$ cat src/rtl/rmii_tx_pkg.sv
package rmii_tx_pkg;
  localparam int NIB_W        = 4;
  localparam int DIB_W        = 2;
  localparam int SLOW_DIV_DEF = 10;

  typedef logic [NIB_W-1:0] nibble_t;
  typedef logic [DIB_W-1:0] dibit_t;
endpackage

$ cat src/rtl/rmii_tx_pacer.sv
module rmii_tx_pacer #(
  parameter int DIV = 1
) (
  input  logic clk_i,
  input  logic rst_ni,
  output logic tick_o,
  output logic ph_o,
  output logic nib_stb_o
);
  localparam int CNT_W = (DIV > 1) ? $clog2(DIV) : 1;
  localparam logic [CNT_W-1:0] LAST = CNT_W'(DIV - 1);

  logic [CNT_W-1:0] cnt_q;
  logic             ph_q;

  assign tick_o    = (cnt_q == LAST);
  assign ph_o      = ph_q;
  assign nib_stb_o = tick_o & ~ph_q;

  always_ff @(posedge clk_i or negedge rst_ni) begin
    if (!rst_ni) begin
      cnt_q <= '0;
      ph_q  <= 1'b0;
    end else if (tick_o) begin
      cnt_q <= '0;
      ph_q  <= ~ph_q;
    end else begin
      cnt_q <= cnt_q + 1'b1;
    end
  end

  // hold counter never leaves its range
  a_r3_cnt_range: assert property (@(posedge clk_i) disable iff (!rst_ni)
    cnt_q <= LAST);
endmodule

$ cat src/rtl/rmii_tx_serializer.sv
module rmii_tx_serializer
  import rmii_tx_pkg::*;
(
  input  logic    clk_i,
  input  logic    rst_ni,
  input  logic    tick_i,
  input  logic    ph_i,
  input  nibble_t txd_i,
  input  logic    txen_i,
  output dibit_t  rmii_txd_o,
  output logic    rmii_txen_o
);
  dibit_t hold_q;

  always_ff @(posedge clk_i or negedge rst_ni) begin
    if (!rst_ni) begin
      rmii_txd_o  <= '0;
      rmii_txen_o <= 1'b0;
      hold_q      <= '0;
    end else if (tick_i) begin
      if (!ph_i) begin
        rmii_txen_o <= txen_i;
        rmii_txd_o  <= txen_i ? txd_i[1:0] : '0;
        hold_q      <= txen_i ? txd_i[3:2] : '0;
      end else begin
        rmii_txd_o  <= hold_q;
      end
    end
  end

  // enable never changes inside a pair
  a_r5_pair_hold: assert property (@(posedge clk_i) disable iff (!rst_ni)
    ph_i |=> $stable(rmii_txen_o));
  // dibit only moves on a pacer tick
  a_r3_dibit_hold: assert property (@(posedge clk_i) disable iff (!rst_ni)
    !tick_i |=> $stable(rmii_txd_o));
  // idle line carries zeros
  a_r4_idle_zero: assert property (@(posedge clk_i) disable iff (!rst_ni)
    !rmii_txen_o |-> (rmii_txd_o == '0));
endmodule

$ cat src/rtl/rmii_tx_side.sv
module rmii_tx_side
  import rmii_tx_pkg::*;
#(
  parameter bit FULL_DUPLEX = 1'b1,
  parameter bit LOOPBACK    = 1'b0
) (
  input  logic   mii_txen_i,
  input  logic   mii_crs_i,
  output logic   mii_col_o,
  input  dibit_t rmii_txd_i,
  input  logic   rmii_txen_i,
  input  dibit_t rmii_rxd_i,
  input  logic   rmii_crsdv_i,
  output dibit_t rx_dibit_o,
  output logic   rx_crsdv_o
);
  assign mii_col_o  = !FULL_DUPLEX && mii_txen_i && mii_crs_i;
  assign rx_dibit_o = LOOPBACK ? rmii_txd_i  : rmii_rxd_i;
  assign rx_crsdv_o = LOOPBACK ? rmii_txen_i : rmii_crsdv_i;
endmodule

$ cat src/rtl/rmii_tx_conv.sv
module rmii_tx_conv
  import rmii_tx_pkg::*;
#(
  parameter bit SPEED_100   = 1'b1,
  parameter bit FULL_DUPLEX = 1'b1,
  parameter bit LOOPBACK    = 1'b0,
  parameter int SLOW_DIV    = SLOW_DIV_DEF
) (
  input  logic       clk_i,
  input  logic       rst_ni,
  input  logic [3:0] mii_txd_i,
  input  logic       mii_txen_i,
  input  logic       mii_crs_i,
  output logic       nib_stb_o,
  output logic       mii_col_o,
  output logic [1:0] rmii_txd_o,
  output logic       rmii_txen_o,
  input  logic [1:0] rmii_rxd_i,
  input  logic       rmii_crsdv_i,
  output logic [1:0] rx_dibit_o,
  output logic       rx_crsdv_o
);
  localparam int DIV = SPEED_100 ? 1 : SLOW_DIV;

  logic tick, ph;

  rmii_tx_pacer #(.DIV(DIV)) u_pacer (
    .clk_i     (clk_i),
    .rst_ni    (rst_ni),
    .tick_o    (tick),
    .ph_o      (ph),
    .nib_stb_o (nib_stb_o)
  );

  rmii_tx_serializer u_ser (
    .clk_i       (clk_i),
    .rst_ni      (rst_ni),
    .tick_i      (tick),
    .ph_i        (ph),
    .txd_i       (mii_txd_i),
    .txen_i      (mii_txen_i),
    .rmii_txd_o  (rmii_txd_o),
    .rmii_txen_o (rmii_txen_o)
  );

  rmii_tx_side #(.FULL_DUPLEX(FULL_DUPLEX), .LOOPBACK(LOOPBACK)) u_side (
    .mii_txen_i   (mii_txen_i),
    .mii_crs_i    (mii_crs_i),
    .mii_col_o    (mii_col_o),
    .rmii_txd_i   (rmii_txd_o),
    .rmii_txen_i  (rmii_txen_o),
    .rmii_rxd_i   (rmii_rxd_i),
    .rmii_crsdv_i (rmii_crsdv_i),
    .rx_dibit_o   (rx_dibit_o),
    .rx_crsdv_o   (rx_crsdv_o)
  );

  // collision only with both transmit and carrier active
  a_r6_col_cause: assert property (@(posedge clk_i) disable iff (!rst_ni)
    mii_col_o |-> (mii_txen_i && mii_crs_i));
endmodule

$ cat config.mk
export PLATFORM = sky130hd
export DESIGN_NAME = rmii_tx_conv
export DESIGN_NICKNAME = d
export VERILOG_FILES = /design/src/rtl/rmii_tx_pkg.sv /design/src/rtl/rmii_tx_pacer.sv /design/src/rtl/rmii_tx_serializer.sv /design/src/rtl/rmii_tx_side.sv /design/src/rtl/rmii_tx_conv.sv
export SDC_FILE = /design/constraint.sdc
export NUM_CORES = 1
export LEC_CHECK = 0
export CAP_MARGIN = 40
export CORE_AREA = 2 2 39 41
export DETAILED_ROUTE_END_ITERATION = 8
export DIE_AREA = 0 0 41 43
export DONT_BUFFER_PORTS = 1
export PLACE_DENSITY = 0.35
export SYNTH_ARGS = -nofsm -noshare
export SYNTH_HDL_FRONTEND = slang
export SYNTH_HIERARCHICAL = 1
export SYNTH_SLANG_ARGS = --single-unit
$ cat constraint.sdc
create_clock -name clk_i -period 1 [get_ports clk_i]
set_input_delay 0.1 -clock clk_i [delete_from_list [all_inputs] [get_ports clk_i]]
set_output_delay 0.1 -clock clk_i [all_outputs]
set_load 0.005 [all_outputs]
==> metrics.csv, run 1 <==
stage,metric,value,unit
final_layout,sequential standard cell area,151,um2
clock_network,number of buffers created by CTS,3,
drt,DR DRC count,0,
critical_path,number of buffer and inverter instances along the worst setup path,0,
grt,GRT Total Usage,0.0857,
timing,count of final max-slew check failures,0,
clock_network,post-CTS clock slew at the launch and capture registers of the worst setup and hold paths,0.05,ns
power_and_ir_drop,Power per Cell Area,1500,nW/um2
critical_path,sort of element at the start of the critical path,flip-flop,
run,Maximum Capacitance Violations,0,
yosys,most frequent cells after synthesis,"6 x sky130_fd_sc_hd__dfrtp_1, 5 x sky130_fd_sc_hd__buf_4, 4 x sky130_fd_sc_hd__nand2_1, 3 x sky130_fd_sc_hd__inv_1",
power_and_ir_drop,leakage,0.000167,uW
critical_path,Reg2Reg Launch Point,u_pacer/ph_o,
drt,ratio of routed vias to standard cells,3.86,
die,Die Span X,41,um
final_layout,fraction of final layout cells sized beyond drive strength 1,0.235,
clock_network,Bufs on Longest Clock Path,2,
grt,leftover overflow at the end of global routing,0,
timing,setup repair after global routing missed its margin,no,
grt,antenna violations before repair,0,
status,result of the run,"complete, no violations",
yosys,distinct cell type count of the synthesized netlist,11,
yosys,cell area after synthesis,305,um2
critical_path,cell class contributing the biggest share of worst-path delay,flip-flops,
grt,number of global-route vias before repair,198,
drt,overall routed net length,577,um
yosys,net count after synthesis,41,
min_path,Worst Hold Path Cells,2,
placement,routability congestion estimate,0.665,
yosys,main flop type after synthesis,sky130_fd_sc_hd__dfrtp_1,
timing,maximum clock frequency,1.04,GHz
yosys,Post-synth EDFFs,0,
min_path,hold_sp,mii_txd_i[3],
drt,WL met2,280,um
placement,pre-CTS setup slack,0.0211,ns
yosys,sequential cell area fraction in the yosys report,0.492,
timing,Final Hold Slack,0.0201,ns
power_and_ir_drop,switching part of the total power,0.225,
timing,part of the cycle the worst path needs,0.966,
critical_path,highest cell delay on the worst timing path,0.43,ns
die,placeable core area,1380,um2
min_path,hold worst-path end,u_ser/hold_q[1],
yosys,post-synthesis area per instance,10.2,um2
critical_path,slowest cell on the critical path,sky130_fd_sc_hd__dfrtp_2,
timing,Clock Skew,0.00626,ns
clock_network,number of levels the H-tree was split into,1,
yosys,cell type contributing the most total cell area after synthesis,sky130_fd_sc_hd__dfrtp_1,
timing,least setup slack across all paths after layout,0.0341,ns
clock_network,insertion delay of the later-clocked pin in the worst-skew pair,0.24,ns
power_and_ir_drop,power spent charging and discharging nets,124,uW
power_and_ir_drop,P_int,427,uW
power_and_ir_drop,relative contribution of sequential cells to total power,0.502,
power_and_ir_drop,total power of the final layout,550,uW
final_layout,fill cell total of the finished layout,156,
yosys,"FF+latch count, synth",6,
drt,Pre-antenna DRT Iters,2,
critical_path,arrival time at the worst endpoint,1.10,ns
die,Cell Rows,14,
power_and_ir_drop,clock group share of total power,0.410,
die,area of the die,1760,um2
critical_path,Critical R2R Capture,u_ser/rmii_txen_o,
grt,pin count of the biggest net entering global routing,7,
grt,first-pass GRT wire length,855,um
drt,number of design-rule violations left by the first detailed-router iteration,2,
drt,routed length on met1,234,um
drt,via count of the routed design,193,
power_and_ir_drop,portion of total power attributed to combinational logic,0.088,
die,chip height,43,um
final_layout,area occupied by multi-input gates,106,um2
drt,final antenna-violating net count,0,
timing,"Setup violations, final",0,
yosys,synth top area cells,"sky130_fd_sc_hd__dfrtp_1 49%, sky130_fd_sc_hd__buf_4 12%, sky130_fd_sc_hd__mux2i_1 6.6%",
yosys,library cell with the highest instance count after synthesis,sky130_fd_sc_hd__dfrtp_1,
placement,count of buffers inserted at the top-level ports,0,
clock_network,buffers inserted by post-CTS timing repair,0,
critical_path,cell count of the worst reg-to-reg path,2,
timing,min Tclk post-route,0.966,ns
critical_path,endpoint required time on the critical path,1.13,ns
clock_network,root buffer selected by CTS,sky130_fd_sc_hd__clkbuf_4,
timing,number of hold violations in the final report,0,
yosys,share of the synthesized area in the top cell type,0.492,
yosys,yosys synthesis warning count,6,
clock_network,clock sinks,6,
power_and_ir_drop,highest ir drop seen on vdd,0.513,mV
critical_path,worst path cell trace,"nor2b_4, mux2_4",
critical_path,Critical Setup Path Class,flip-flop to flip-flop,
clock_network,CTS tree,yes,
critical_path,Worst Setup End Kind,flip-flop,
die,starting utilization of the core area,0.221,
final_layout,Total Nets Final,47,
die,I/O Pins,19,
yosys,Synth async-reset ratio,1.00,
critical_path,largest fanout on the critical path,4,
final_layout,area overhead of the layout relative to synthesis,20.1,%
final_layout,Antenna Diode Count,0,
drt,wire length per cell after detailed routing,11.5,um
critical_path,worst reg2reg setup slack,0.03,ns
yosys,number of instances in the synthesized netlist,30,
drt,top routing layer in use,met4,
min_path,type of the worst min-delay path,input pin to flip-flop,
drt,detailed-routed wire length on met3,52,um
==> repair_timing <==
item	CTS	global route
hold buffers	3	1
hold endpoints to repair	8	1
gates resized for setup	0	1
setup endpoints to repair	0	2
==> worst max path at each step <==
stage                     cells past startpoint          from  slack, ns           endpoint
after floorplan                               2  u_pacer/ph_o    -0.0003  u_ser/rmii_txen_o
after global placement                        2  u_pacer/ph_o       0.02  u_ser/rmii_txen_o
after detailed placement                      2  u_pacer/ph_o       0.02  u_ser/rmii_txen_o
after CTS                                     2  u_pacer/ph_o       0.02  u_ser/rmii_txen_o
after global routing                          2  u_pacer/ph_o     0.0004  u_ser/rmii_txen_o
final                                         2  u_pacer/ph_o       0.03  u_ser/rmii_txen_o
==> area by class of cell <==
type	count	share of cell area
clock buffer	3	0.0614
timing repair buffer	6	0.150
sequential	6	0.413
multi-input combinational	16	0.290
inverter	3	0.0307
tap	16	0.0546
==> metrics by stage <==
| stage | setup TNS (ns) | cells | cell area (um2) | util |
|---|---|---|---|---|
| global route | 0 | 50 | 367 | 0.265 |
| detailed placement | 0 | 43 | 303 | 0.219 |
| floorplan | -0.000278 | 30 | 305 | - |
| finish | 0 | 50 | 367 | 0.265 |
| CTS | 0 | 49 | 355 | 0.257 |
| global placement | 0 | 43 | 303 | 0.219 |
==> worst reg2reg max path, cell delays in order (launching register included) <==
cell and delay, ns:
sky130_fd_sc_hd__dfrtp_2 0.43, sky130_fd_sc_hd__nor2b_4 0.13, sky130_fd_sc_hd__mux2_4 0.30
==> sequential cells by signal, indices dropped and copies added (netlist names) <==
signal and flops:
u_pacer/ph_o 1, u_ser/hold_q 2, u_ser/rmii_txen_o 1, u_ser/rmii_txd_o 2
==> routing by layer <==
layer | vias up | GRT usage
li1 | 95 | -
met5 | - | 0
met1 | 86 | 0.0912
met2 | 10 | 0.0969
met4 | 0 | 0.100
met3 | 2 | 0.0576
==> cells in the final DEF (no fill, tap or decap) <==
cell | synthesis | routed
sky130_fd_sc_hd__nand3b_1 | 2 | 2
sky130_fd_sc_hd__nand2_1 | 4 | 4
sky130_fd_sc_hd__dfrtp_2 | 0 | 1
sky130_fd_sc_hd__nor2_1 | 2 | 2
sky130_fd_sc_hd__dlygate4sd3_1 | 0 | 4
sky130_fd_sc_hd__buf_4 | 5 | 2
sky130_fd_sc_hd__dfrtp_1 | 6 | 5
sky130_fd_sc_hd__inv_1 | 3 | 3
sky130_fd_sc_hd__mux2i_1 | 2 | 2
sky130_fd_sc_hd__a31oi_1 | 2 | 2
sky130_fd_sc_hd__nor2b_4 | 1 | 1
sky130_fd_sc_hd__conb_1 | 2 | 2
sky130_fd_sc_hd__mux2_4 | 1 | 1
sky130_fd_sc_hd__clkbuf_4 | 0 | 3
==> logic make-up after synthesis <==
family,share of synthesized area
compound gates,0.0410
simple gates,0.168
buf+inv,0.160
flops,0.492
other cells,0.0246
mux,0.115
==> power by group through the flow <==
stage,logic [uW],clock network (uW),registers (uW)
finish,48.3,226,276
global route,56.1,247,279
CTS,45.6,239,277
detailed placement,30.6,0,281
global placement,29.6,0,280
floorplan,43.3,0,277
No activity file was read; power rests on OpenSTA's default activity.
==> run 2: changes to the inputs <==
--- a/config.mk
+++ b/config.mk
@@ -7,10 +7,11 @@
 export LEC_CHECK = 0
 export CAP_MARGIN = 40
 export CORE_AREA = 2 2 39 41
+export CTS_BUF_LIST = sky130_fd_sc_hd__clkbuf_4
 export DETAILED_ROUTE_END_ITERATION = 8
 export DIE_AREA = 0 0 41 43
 export DONT_BUFFER_PORTS = 1
-export PLACE_DENSITY = 0.35
+export MAX_ROUTING_LAYER = met4
 export SYNTH_ARGS = -nofsm -noshare
 export SYNTH_HDL_FRONTEND = slang
 export SYNTH_HIERARCHICAL = 1
==> metrics.csv, run 2 (synthesis gave the netlist of run 1 again) <==
stage,metric,value,unit
status,result of the run,"complete, no violations",
critical_path,worst path cell trace,"nor2b_4, mux2_4",
run,Maximum Capacitance Violations,0,
power_and_ir_drop,Power per Cell Area,1470,nW/um2
final_layout,utilization after layout,0.267,
critical_path,highest cell delay on the worst timing path,0.41,ns
clock_network,CTS tree,yes,
die,Die Span X,41,um
drt,number of design-rule violations left by the first detailed-router iteration,3,
timing,setup repair after global routing missed its margin,yes,
final_layout,fill cell total of the finished layout,149,
die,chip height,43,um
final_layout,area overhead of the layout relative to synthesis,20.9,%
drt,via count of the routed design,199,
critical_path,Critical Setup Path Class,flip-flop to flip-flop,
die,placeable core area,1380,um2
placement,routability congestion estimate,0.641,
timing,"Setup violations, final",0,
die,Cell Rows,14,
power_and_ir_drop,total power of the final layout,544,uW
final_layout,post-route design area,369,um2
clock_network,post-CTS clock slew at the launch and capture registers of the worst setup and hold paths,0.05,ns
critical_path,endpoint required time on the critical path,1.12,ns
grt,pin count of the biggest net entering global routing,7,
final_layout,"commonest non-fill, non-tap cell in the layout",sky130_fd_sc_hd__dfrtp_1,
timing,number of hold violations in the final report,0,
timing,part of the cycle the worst path needs,0.975,
clock_network,number of buffers created by CTS,3,
final_layout,Antenna Diode Count,0,
grt,first-pass GRT wire length,786,um
timing,least setup slack across all paths after layout,0.0249,ns
power_and_ir_drop,highest ir drop seen on vdd,0.605,mV
grt,leftover overflow at the end of global routing,0,
drt,Pre-antenna DRT Iters,2,
drt,DR DRC count,0,
clock_network,root buffer selected by CTS,sky130_fd_sc_hd__clkbuf_4,
placement,post-placement cell area,303,um2
final_layout,largest registers,"u_ser/hold_q: 2 flops, u_ser/rmii_txd_o: 2 flops",
die,starting utilization of the core area,0.221,
critical_path,Worst Setup End Kind,flip-flop,
die,area of the die,1760,um2
placement,count of buffers inserted at the top-level ports,0,
clock_network,Bufs on Longest Clock Path,2,
grt,number of global-route vias before repair,186,
final_layout,fraction of final layout cells sized beyond drive strength 1,0.235,
timing,count of final max-slew check failures,0,
placement,Cells after DPL,43,
clock_network,buffers inserted by post-CTS timing repair,0,
die,I/O Pins,19,
final_layout,most frequent cells in the layout,"6 x sky130_fd_sc_hd__dfrtp_1, 4 x sky130_fd_sc_hd__dlygate4sd3_1, 4 x sky130_fd_sc_hd__nand2_1",
drt,final antenna-violating net count,0,
clock_network,number of levels the H-tree was split into,1,
min_path,type of the worst min-delay path,input pin to flip-flop,
drt,ratio of routed vias to standard cells,3.98,
final_layout,sequential standard cell area,150,um2
timing,Clock Skew,0.00533,ns
grt,GRT Total Usage,0.0787,
placement,pre-CTS setup slack,0.0515,ns
timing,min Tclk post-route,0.975,ns
drt,overall routed net length,514,um
grt,antenna violations before repair,0,
critical_path,largest fanout on the critical path,2,
final_layout,Total Nets Final,47,
drt,wire length per cell after detailed routing,10.3,um
final_layout,area occupied by multi-input gates,106,um2
clock_network,clock sinks,6,
final_layout,final std cells w/o fill,50,
critical_path,sort of element at the start of the critical path,flip-flop,
power_and_ir_drop,leakage,0.000167,uW
clock_network,insertion delay of the later-clocked pin in the worst-skew pair,0.24,ns
critical_path,slowest cell on the critical path,sky130_fd_sc_hd__dfrtp_1,
critical_path,arrival time at the worst endpoint,1.10,ns
placement,Detailed Place HPWL,401,um
timing,maximum clock frequency,1.03,GHz
[run 2: final timing paths]
path                                  from             endpoint  slack (ns)  cells after the start
max in group asynchronous           rst_ni      u_ser/hold_q[1]        0.61                      1
min                           mii_txd_i[3]      u_ser/hold_q[1]       0.009                      2
max                           u_pacer/ph_o    u_ser/rmii_txen_o        0.02                      2
min reg2reg                u_ser/hold_q[0]      u_ser/hold_q[0]        0.52                      2
max reg2reg                   u_pacer/ph_o    u_ser/rmii_txen_o        0.02                      2
min in group asynchronous           rst_ni  u_ser/rmii_txd_o[0]        0.17                      1
[run 2: per-stage QoR]
| stage | setup TNS (ns) | hold slack (ns) |
|---|---|---|
| floorplan | -0.000278 | -0.196 |
| global placement | 0 | -0.195 |
| detailed placement | 0 | -0.195 |
| CTS | 0 | 0.000623 |
| global route | -0.0114 | 0.00451 |
| finish | 0 | 0.00927 |
[run 2: cell type report]
cell class,count,share of cell area
flip-flops and latches,6,0.407
well taps,16,0.0542
inverters,3,0.0305
clock buffers,3,0.0610
multi-input cells,16,0.288
repair buffers,6,0.159
[run 2: critical path: cells and delay by family (launching register included)]
family	cells	cell delay, ns
flops	1	0.41
mux	1	0.30
simple gates	1	0.14
[run 2: what timing repair did]
action                                 4_1_cts  5_1_grt
hold buffers                                 3        1
endpoints found under the hold margin        8        1
gates resized for setup                      1        1
setup endpoints to repair                    1        1
gates cloned                                 0        0
pin swaps                                    0        0
[run 2: power breakdown]
group          total (uW)  internal [uW]  switching [uW]
clock                 220            136            84.9
sequential            276            263            12.6
combinational        47.8           27.6            20.3
[run 2: metal layers]
| layer | track usage | vias to the layer above | wire (um) |
|---|---|---|---|
| li1 | - | 96 | - |
| met1 | 0.0689 | 88 | 166 |
| met2 | 0.0938 | 15 | 254 |
| met3 | 0.0995 | 0 | 94 |
| met4 | 0.0400 | 0 | 0 |
| met5 | - | - | 0 |
